[config.mk]
export PLATFORM = sky130hd
export DESIGN_NAME = timx_bank
export DESIGN_NICKNAME = d
export VERILOG_FILES = /design/src/rtl/timx_pkg.sv /design/src/rtl/timx_counter.sv /design/src/rtl/timx_match.sv /design/src/rtl/timx_status.sv /design/src/rtl/timx_bank.sv
export SDC_FILE = /design/constraint.sdc
export NUM_CORES = 2
export LEC_CHECK = 0
export BUFFER_PORTS_ARGS = -buffer_cell sky130_fd_sc_hd__buf_4
export CORE_ASPECT_RATIO = 1.1
export CORE_MARGIN = 10
export CORE_UTILIZATION = 40
export DETAILED_ROUTE_END_ITERATION = 7
export GPL_TIMING_DRIVEN = 0
export PLACE_DENSITY = 0.51
export SLEW_MARGIN = 25
export SYNTH_ARGS = -nofsm -noshare
export SYNTH_HDL_FRONTEND = slang
export SYNTH_SLANG_ARGS = --single-unit
export TNS_END_PERCENT = 5
[constraint.sdc]
create_clock -name clk -period 7.9 [get_ports clk]
set_input_delay 1.58 -clock clk [delete_from_list [all_inputs] [get_ports clk]]
set_output_delay 1.58 -clock clk [all_outputs]
set_load 0.005 [all_outputs]
[src/rtl/timx_pkg.sv]
package timx_pkg;

    localparam int NCH      = 8;
    localparam int CW       = 32;
    localparam int CTLW     = 10;
    localparam int NSRC     = 5;
    localparam int AW       = 8;
    localparam int IDXW     = $clog2(NCH);

    localparam logic [2:0]    GRP_CNT   = 3'b010;
    localparam logic [2:0]    GRP_MATCH = 3'b100;
    localparam logic [2:0]    GRP_CTRL  = 3'b110;
    localparam logic [AW-1:0] A_SNAP    = 8'h20;
    localparam logic [AW-1:0] A_STAT    = 8'h14;
    localparam logic [AW-1:0] A_IEN     = 8'h1C;

    typedef logic [CW-1:0] cnt_t;

    typedef struct packed {
        logic       snap_on;
        logic       sync_off;
        logic       own_cnt;
        logic       periodic;
        logic [1:0] spare;
        logic       clr_match;
        logic [2:0] src;
    } ctl_t;

    function automatic logic [IDXW-1:0] base_of(input int n);
        if (n < 4)      return IDXW'(0);
        else if (n < 6) return IDXW'(4);
        else            return IDXW'(6);
    endfunction

    function automatic logic is_base(input int n);
        return (n == 0) || (n == 4) || (n == 6);
    endfunction

    function automatic logic [CTLW-1:0] ctl_mask(input int n);
        return (n < 4) ? CTLW'(10'h0FF) : CTLW'(10'h3FF);
    endfunction

    function automatic logic tick_pick(input logic [2:0] src, input logic [NSRC-1:0] t);
        case (src)
            3'd1:    return t[0];
            3'd2:    return t[1];
            3'd3:    return t[2];
            3'd4:    return t[3];
            3'd5:    return t[4];
            default: return 1'b0;
        endcase
    endfunction

endpackage

[src/rtl/timx_counter.sv]
module timx_counter
    import timx_pkg::*;
(
    input  logic clk,
    input  logic rst,
    input  logic adv,
    input  logic ld,
    input  cnt_t ld_val,
    input  logic clr,
    output cnt_t cnt
);

    always_ff @(posedge clk) begin
        if (rst)      cnt <= '0;
        else if (ld)  cnt <= ld_val;
        else if (clr) cnt <= '0;
        else if (adv) cnt <= cnt + CW'(1);
    end

    a_r2_hold: assert property (@(posedge clk) disable iff (rst)
        (!ld && !clr && !adv) |=> $stable(cnt));
    a_r2_step: assert property (@(posedge clk) disable iff (rst)
        (!ld && !clr && adv) |=> cnt == $past(cnt) + CW'(1));
    a_r12_load: assert property (@(posedge clk) disable iff (rst)
        ld |=> cnt == $past(ld_val));

endmodule

[src/rtl/timx_match.sv]
module timx_match
    import timx_pkg::*;
(
    input  logic clk,
    input  logic rst,
    input  logic arm,
    input  logic periodic,
    input  logic cmp_adv,
    input  cnt_t cmp_cnt,
    input  cnt_t match_val,
    output logic fire
);

    logic armed;

    assign fire = armed && cmp_adv && ((cmp_cnt + CW'(1)) == match_val);

    always_ff @(posedge clk) begin
        if (rst)                     armed <= 1'b0;
        else if (arm)                armed <= 1'b1;
        else if (fire && !periodic)  armed <= 1'b0;
    end

    a_r6_oneshot: assert property (@(posedge clk) disable iff (rst)
        (fire && !periodic && !arm) |=> !fire);

endmodule

[src/rtl/timx_status.sv]
module timx_status
    import timx_pkg::*;
(
    input  logic           clk,
    input  logic           rst,
    input  logic [NCH-1:0] fire,
    input  logic [NCH-1:0] ien,
    input  logic           clr_wr,
    input  logic [NCH-1:0] clr_bits,
    output logic [NCH-1:0] status,
    output logic           irq
);

    logic [NCH-1:0] clr_mask;

    assign clr_mask = clr_wr ? clr_bits : '0;

    always_ff @(posedge clk) begin
        if (rst) status <= '0;
        else     status <= (status & ~clr_mask) | (fire & ien);
    end

    assign irq = |status;

    a_r10_set: assert property (@(posedge clk) disable iff (rst)
        (|(fire & ien)) |=> irq);
    a_r11_hold: assert property (@(posedge clk) disable iff (rst)
        (!clr_wr && !(|(fire & ien))) |=> $stable(status));

endmodule

[src/rtl/timx_bank.sv]
module timx_bank
    import timx_pkg::*;
(
    input  logic          clk,
    input  logic          rst,
    input  logic          bus_wr,
    input  logic          bus_rd,
    input  logic [7:0]    bus_addr,
    input  logic [31:0]   bus_wdata,
    output logic [31:0]   bus_rdata,
    input  logic          tick_32k,
    input  logic          tick_1k,
    input  logic          tick_1hz,
    input  logic          tick_1m,
    input  logic          tick_ext,
    output logic          irq
);

    logic [NSRC-1:0] ticks;
    assign ticks = {tick_ext, tick_1m, tick_1hz, tick_1k, tick_32k};

    logic [2:0]      grp;
    logic [IDXW-1:0] idx;
    logic            aligned;
    assign grp     = bus_addr[7:5];
    assign idx     = bus_addr[4:2];
    assign aligned = (bus_addr[1:0] == 2'b00);

    ctl_t           ctrl  [NCH];
    cnt_t           mval  [NCH];
    cnt_t           cnt   [NCH];
    logic [NCH-1:0] ld_cnt, wr_match, adv, clr, fire;
    logic [IDXW-1:0] cmp_idx [NCH];
    logic [NCH-1:0] ien, status;
    cnt_t           snap;

    for (genvar k = 0; k < NCH; k++) begin : g_ch
        logic run, tick_ok;

        assign ld_cnt[k]   = bus_wr && aligned && grp == GRP_CNT   && idx == IDXW'(k);
        assign wr_match[k] = bus_wr && aligned && grp == GRP_MATCH && idx == IDXW'(k);

        always_ff @(posedge clk) begin
            if (rst) begin
                ctrl[k] <= '0;
                mval[k] <= '0;
            end else begin
                if (bus_wr && aligned && grp == GRP_CTRL && idx == IDXW'(k))
                    ctrl[k] <= ctl_t'(bus_wdata[CTLW-1:0] & ctl_mask(k));
                if (wr_match[k])
                    mval[k] <= bus_wdata;
            end
        end

        assign run     = ctrl[k].own_cnt || is_base(k);
        assign tick_ok = tick_pick(ctrl[k].src, ticks) && !ctrl[k].sync_off;
        assign adv[k]  = run && tick_ok && !ld_cnt[k];
        assign cmp_idx[k] = ctrl[k].own_cnt ? IDXW'(k) : base_of(k);

        timx_counter u_cnt (
            .clk    (clk),
            .rst    (rst),
            .adv    (adv[k]),
            .ld     (ld_cnt[k]),
            .ld_val (bus_wdata),
            .clr    (clr[k]),
            .cnt    (cnt[k])
        );

        timx_match u_match (
            .clk       (clk),
            .rst       (rst),
            .arm       (wr_match[k]),
            .periodic  (ctrl[k].periodic),
            .cmp_adv   (adv[cmp_idx[k]]),
            .cmp_cnt   (cnt[cmp_idx[k]]),
            .match_val (mval[k]),
            .fire      (fire[k])
        );
    end

    always_comb begin
        clr = '0;
        for (int n = 0; n < NCH; n++)
            if (fire[n] && ctrl[n].clr_match)
                clr[cmp_idx[n]] = 1'b1;
    end

    always_ff @(posedge clk) begin
        if (rst)
            ien <= '0;
        else if (bus_wr && bus_addr == A_IEN)
            ien <= bus_wdata[NCH+3:4];
    end

    logic snap_take;
    assign snap_take = bus_rd && aligned && grp == GRP_CNT
                     && (idx == IDXW'(5) || idx == IDXW'(7)) && ctrl[idx].snap_on;

    always_ff @(posedge clk) begin
        if (rst)            snap <= '0;
        else if (snap_take) snap <= cnt[idx - IDXW'(1)];
    end

    a_r9_snap: assert property (@(posedge clk) disable iff (rst)
        !snap_take |=> $stable(snap));

    timx_status u_status (
        .clk      (clk),
        .rst      (rst),
        .fire     (fire),
        .ien      (ien),
        .clr_wr   (bus_wr && bus_addr == A_STAT),
        .clr_bits (bus_wdata[NCH+3:4]),
        .status   (status),
        .irq      (irq)
    );

    always_comb begin
        bus_rdata = '0;
        if (aligned) begin
            case (grp)
                GRP_CNT:   bus_rdata = cnt[idx];
                GRP_MATCH: bus_rdata = mval[idx];
                GRP_CTRL:  bus_rdata = 32'(ctrl[idx]);
                default: begin
                    if (bus_addr == A_SNAP)      bus_rdata = snap;
                    else if (bus_addr == A_STAT) bus_rdata = {20'b0, status, 4'b0};
                    else if (bus_addr == A_IEN)  bus_rdata = {20'b0, ien, 4'b0};
                end
            endcase
        end
    end

endmodule

# [After elaboration in Yosys (flattened, before gate mapping)]
# Memories as Yosys holds them, arrays and structs flattened.
# Index checks and enable logic that the tools add are counted.
[word_totals] reg_bits=312 latch_bits=0 mem_bits_rw=336 romBits=0 inputBits=49 out_inout_bits=33 word_cells=455 n_memories=2
[memory_table] name="mval" depth=8 word_bits=32 rd=9 rd_clocked_by_memory_dff=0 write_ports=8 line="timx_bank.sv:30" source="cnt_t mval [NCH];"
[memory_table] name="ctrl" depth=8 word_bits=10 rd=9 rd_clocked_by_memory_dff=0 write_ports=8 line="timx_bank.sv:29" source="ctl_t ctrl [NCH];"
[op_classes] addsub=14 mul=0 div=0 magnitude_cmp=17 eq_ne=61 shifts=0 muxes=174 bitwise_logic=32 n_reduce_logical=136
[ops] operator="$mux W32" count=48
[ops] operator="$bmux W32 S3" count=7
[ops] operator="$add A32 B1 Y32 const B" count=13
[ops] operator="$eq A32 B32 Y1" count=8
[ops] operator="$pmux W32 S3" count=1
[ops] operator="$logic_and A1 B1 Y1" count=92
[ops] operator="$mux W1" count=80
[ops] operator="$mux W10" count=8
[ops] operator="$eq A3 B3 Y1 const B" count=22
[ops] operator="$eq A3 B2 Y1 const B" count=19
[ops] operator="$mux W8" count=6
[ops] operator="$or A8 B8 Y8" count=6
[ops] operator="$pmux W1 S5" count=8
[ops] operator="$ge A4 B4 Y1 const B" count=7
[ops] operator="$eq A3 B1 Y1 const B" count=9
[ops] operator="$logic_not A1 Y1" count=24
[ops] operator="$mux W12" count=2
[ops] operator="$reduce_bool A3 Y1" count=8
[ops] operator="$and A8 B8 Y8" count=2
[ops] operator="$eq A8 B5 Y1 const B" count=2
[ops] operator="$not A3 Y4" count=4
[ops] operator="$or A1 B1 Y1" count=16
[ops] operator="$reduce_bool A2 Y1" count=8
[ops] operator="$bmux W1 S3" count=5
[ops] operator="19 further kinds" count=29

# [Depth between registers and ports, before layout]
[logic_depth] word_depth=24 ltp_mapped=19 depth_no_buf=13

# [Hierarchy]
# From an unflattened synthesis, not the netlist that was laid out.
[hier_totals] cells_unflattened=5667 area_unflattened_um2=50922.6
[modules_own_cells] module="timx_bank" n_inst=1 cells_per_inst=2006 area_per_inst_um2=23633.9 seq_area_each_um2=10650.2
[modules_own_cells] module="timx_counter" n_inst=8 cells_per_inst=255 area_per_inst_um2=1946.9 seq_area_each_um2=640.6
[modules_own_cells] module="timx_match (g_ch[0].u_match ...)" n_inst=4 cells_per_inst=199 area_per_inst_um2=1445.1 seq_area_each_um2=20.0
[modules_own_cells] module="timx_match (g_ch[4].u_match ...)" n_inst=4 cells_per_inst=197 area_per_inst_um2=1390.1 seq_area_each_um2=20.0
[modules_own_cells] module="timx_status" n_inst=1 cells_per_inst=37 area_per_inst_um2=372.9 seq_area_each_um2=160.2

# [Least setup slack after synthesis]
# No wires, ideal clock.
[synth_path] path_type="in2reg" startpoint="in bus_addr[2]" endpoint="reg g_ch[1].u_cnt.cnt[20]" setup_time_ps=132 t_arrival_ps=6112 t_required_ps=7768 setup_slack_ps=1656 path_stages=18 path_buffers=6 path_cell_list="clkbuf_1 -> clkbuf_1 -> buf_1 -> clkbuf_1 -> buf_1 -> inv_1 -> ha_1 -> nor2b_1 -> nand3_1 -> o21ai_0 -> o22ai_1 -> o2111ai_1 -> or4_1 -> or4_1 -> buf_2 -> a21o_1 -> a211oi_2 -> nor3_1"
[synth_between] elab_chain_len=22 word_cells_on_any_way=71 cone_classes="eq/ne (7); mux (19); bitwise (4); reduce/logical (41)"
[synth_lines] element="from (decl)" line="timx_bank.sv:8" source="input logic [7:0] bus_addr,"
[synth_lines] element="$eq A3 B1 Y1 (tied with other cells)" line="timx_bank.sv:40" source="assign ld_cnt[k] = bus_wr && aligned && grp == GRP_CNT && idx == IDXW'(k);"
[synth_lines] element="$logic_and A1 B1 Y1" line="timx_bank.sv:40"
[synth_lines] element="$logic_not A1 Y1" line="timx_bank.sv:57" source="assign adv[k] = run && tick_ok && !ld_cnt[k];"
[synth_lines] element="$logic_and A1 B1 Y1" line="timx_bank.sv:57"
[synth_lines] element="$bmux W1 S3" line="timx_bank.sv:75" source=".cmp_adv (adv[cmp_idx[k]]),"
[synth_lines] element="$mux W1 (implied by the code)" line="timx_bank.sv:75"
[synth_lines] element="$logic_and A1 B1 Y1 (2 in a row)" line="timx_match.sv:16" source="assign fire = armed && cmp_adv && ((cmp_cnt + CW'(1)) == match_val);"
[synth_lines] element="$logic_and A1 B1 Y1" line="timx_bank.sv:85" source="if (fire[n] && ctrl[n].clr_match)"
[synth_lines] element="[5 not listed]"
[synth_lines] element="$mux W5" line="timx_bank.sv:85"
[synth_lines] element="$or A8 B8 Y8 (no line)"
[synth_lines] element="$mux W8" line="timx_bank.sv:85"
[synth_lines] element="$mux W7" line="timx_bank.sv:85"
[synth_lines] element="$or A8 B8 Y8 (no line)"
[synth_lines] element="$mux W8" line="timx_bank.sv:85"
[synth_lines] element="$mux W32" line="timx_counter.sv:16" source="else if (clr) cnt <= '0;"
[synth_lines] element="$mux W32" line="timx_counter.sv:15" source="else if (ld) cnt <= ld_val;"
[synth_lines] element="to (signal assigned)" line="timx_counter.sv:15"
[synth_lines] element="to (signal assigned)" line="timx_counter.sv:17" source="else if (adv) cnt <= cnt + CW'(1);"
[synth_lines] element="to (decl)" line="timx_counter.sv:10" source="output cnt_t cnt"
# Several ways; a longest one is shown, not always the timed one. The select of a mux whose other input is x is not followed.
# A chain may end at the register's enable or synchronous reset.

# [Worst setup path after layout]
[layout_path] startpoint="in bus_addr[2]" endpoint="reg g_ch[1].u_cnt.cnt[24]"
# Same word-level chain as after synthesis.

==> flow_metrics.env <==
export IMPL_status="finished, violations left"
export IMPL_violations="design-rule violations, negative setup slack"
export IMPL_ir_drop_mv=0.159
export IMPL_cp_slowest_stage_delay_ps=670
export IMPL_drt_pass1_iterations=8
export IMPL_worstPathCellList="buf_4, clkbuf_1, clkbuf_4, buf_4, clkbuf_4, inv_1, ha_1, nor2b_2, nand3_2, o21ai_1, o22ai_1, o2111ai_1, or4_1, nor4_2, nor2_1, clkbuf_1, a22oi_1, nor3_1"
export IMPL_grt_max_degree=20
export IMPL_cts_buffers=80
export IMPL_nets=5751
export IMPL_num_rows=135
export IMPL_synth_seq_cells=640
export IMPL_syn_to_final_growth_pct=12.9
export IMPL_min_from="g_ch[6].u_match.armed"
export IMPL_slew_violations=0
export IMPL_r2r_start="ctrl[3][7]"
export IMPL_gr_total_overflow=0
export IMPL_postSynthAreaPerCell_um2=8.99
export IMPL_synth_cell_types=99
export IMPL_finalWorstSetupSlack_ps=-106
export IMPL_p_per_area_nw_per_um2=162
export IMPL_final_cell_mix="nand2_1 (455), nor2_1 (389), clkbuf_1 (373)"
export IMPL_hold_path_class="reg2reg"
export IMPL_port_buffers=53
export IMPL_die_area_um2=138000
export IMPL_finalHoldViolations=0
export IMPL_slowest_stage="nor4_2"
export IMPL_reg2reg_slack_ps=-90
export IMPL_rsz0062_at_grt="false"
export IMPL_grt_pass1_vias=47800
export IMPL_vias=50700
export IMPL_wl_mm=305
export IMPL_setup_viol=27
export IMPL_required_ps=8430
export IMPL_total_power_w=0.00908
export IMPL_critical_path_class="in2reg"
export IMPL_dieHeight_um=389
export IMPL_fin_crit_ps=8010
export IMPL_vias_per_cell=6.84
export IMPL_r2r_end="g_ch[0].u_cnt.cnt[20]"
export IMPL_ant_nets=0
export IMPL_worstPathArrival_ps=8530
export IMPL_dp_hpwl_mm=246
export IMPL_clock_latency_ps=730
export IMPL_start_kind="input pin"
export IMPL_drt_iter0_drc=7616
export IMPL_cp_endpoint="g_ch[1].u_cnt.cnt[24]"
export IMPL_antenna_found_initial=27
export IMPL_final_area_um2=55900
export IMPL_leakagePower_nw=18.5
export IMPL_ctsRootBufferMaster="clkbuf_16"
export IMPL_tightest_slew_ps=1320
export IMPL_placed_cell_area_um2=53000
export IMPL_ys_warnings_count=0
export IMPL_cp_end_kind="register"
export IMPL_synth_edf_count=328
export IMPL_core_um2=123000
export IMPL_cts_max_level=3
export IMPL_drive_gt1_share_pct=12.2
export IMPL_gp_congestion=1.08
export IMPL_critPathMaxFanout=19
export IMPL_ys_flop_type="edfxtp_1"
export IMPL_grt_pass1_wl_mm=404
export IMPL_synthArstFlopShare_pct=0
export IMPL_gr_usage_all_layers_pct=42.3
export IMPL_ys_seq_area_share_pct=32.5
export IMPL_post_cts_buffers=0
export IMPL_synth_top_area_cell="edfxtp_1"
export IMPL_synth_nets=5577
export IMPL_cts_buffer_depth=3
export IMPL_clock_sinks=640
export IMPL_drc=1
export IMPL_cap_viol_max_count=0
export IMPL_chipWidth_um=356
export IMPL_clock_fmax_mhz=125
export IMPL_layout_commonest_cell="nand2_1"
export IMPL_fin_crit_sh_pct=101
export IMPL_ios=82
export IMPL_reg2reg_depth=18
export IMPL_netlist_top_cells_area="edfxtp_1 (20%), dfxtp_1 (13%), mux4_2 (9.5%)"
export IMPL_synth_cells=5510
export IMPL_relSlewSlack_pct=11.6
export IMPL_initial_utilization_pct=40.2
export IMPL_clk_pin_slew_ps=60
export IMPL_yosysTopAreaCellShare_pct=19.9
export IMPL_netlist_area_um2=49500
export IMPL_cts_tree="built"
export IMPL_skew_ps=36.2
export IMPL_crit_path_start="bus_addr[2]"
export IMPL_wl_per_cell_um=41.1
synthesized netlist by cell type (all sizes together) (125+ instances only):
master and number:
a21oi 225, and2 367, clkbuf 409, dfxtp 312
edfxtp 328, mux2i 287, mux4 210, nand2 455
nand3 258, nand4 125, nor2 405, nor3 151
o21ai 194, xnor2 321, xor2 158
registers in the layout, summed over array words and instances (netlist names):
name and flops:
ctrl 72, g_ch.u_cnt.cnt 256, g_ch.u_match.armed 8, ien 8
mval 256, snap 32, u_status.status 8
per-layer routing:
layer / global-route usage (%) / vias to the layer above / part of all wire [%]
met4: 35.4 / 10 / 10
met3: 9.13 / 998 / 9.9
met1: 49.1 / 25200 / 35
met2: 66.6 / 3542 / 45
li1: - / 20900 / -
met5: 0 / - / 0.019
power by group:
part           internal (W)  switching [W]
Combinational      0.000395       0.000921
Sequential          0.00359       0.000147
Clock               0.00230        0.00173
critical path, delay by kind of cell:
kind	cells	cell delay, ps
buffers and inverters	7	2930
and+or+nand+nor	6	2440
AOI/OAI and AO/OA	4	1230
adders and majority gates	1	300
metrics by stage:
stage / hold WS, ps / setup WS (ps) / instances / utilization [%] / setup TNS, ps
4_1_cts: 487 / 0.432 / 7393 / 45.3 / 0
3_5_place_dp: 475 / -2120 / 7246 / 43.1 / -294770
6_report: 491 / -106 / 7416 / 45.4 / -1040
2_1_floorplan: 444 / 1660 / 5510 / - / 0
5_1_grt: 509 / 3.86 / 7398 / 45.4 / 0
3_3_place_gp: 470 / -4230 / 7207 / 42.2 / -1543400
repair_timing:
item	CTS	global route
resized for setup	12	6
hold buffers	0	0
gates cloned	0	0
setup endpoints to repair	176	13
cell families after synthesis:
family	count (synthesis)	synth area share, %
xor gates and xnor gates	480	8.52
adders and majority gates	18	0.455
and+or+nand+nor	2209	23.5
AOI/OAI and AO/OA	1055	14.4
DFF	640	32.5
buffers and inverters	585	4.73
muxes	523	15.9
area by class of cell:
cell class,instances,area (um^2)
multi-input cells,4285,31500
clock inverters,46,482
inverters,54,203
diodes,22,55.1
repair buffers,93,1090
well taps,1644,2060
fillers,12200,67200
clock buffers,102,2260
plain buffers,530,2220
flip-flops and latches,640,16100
worst min path at each step:
stage / to / slack, ps / cells after the start
after CTS: u_status.status[6] / 490 / 2
after floorplan: u_status.status[6] / 440 / 2
after global routing: g_ch[3].u_match.armed / 510 / 1
after detailed placement: g_ch[6].u_match.armed / 470 / 1
after global placement: u_status.status[3] / 470 / 2
final: g_ch[6].u_match.armed / 490 / 1
Power figures use the tool's default switching activity.
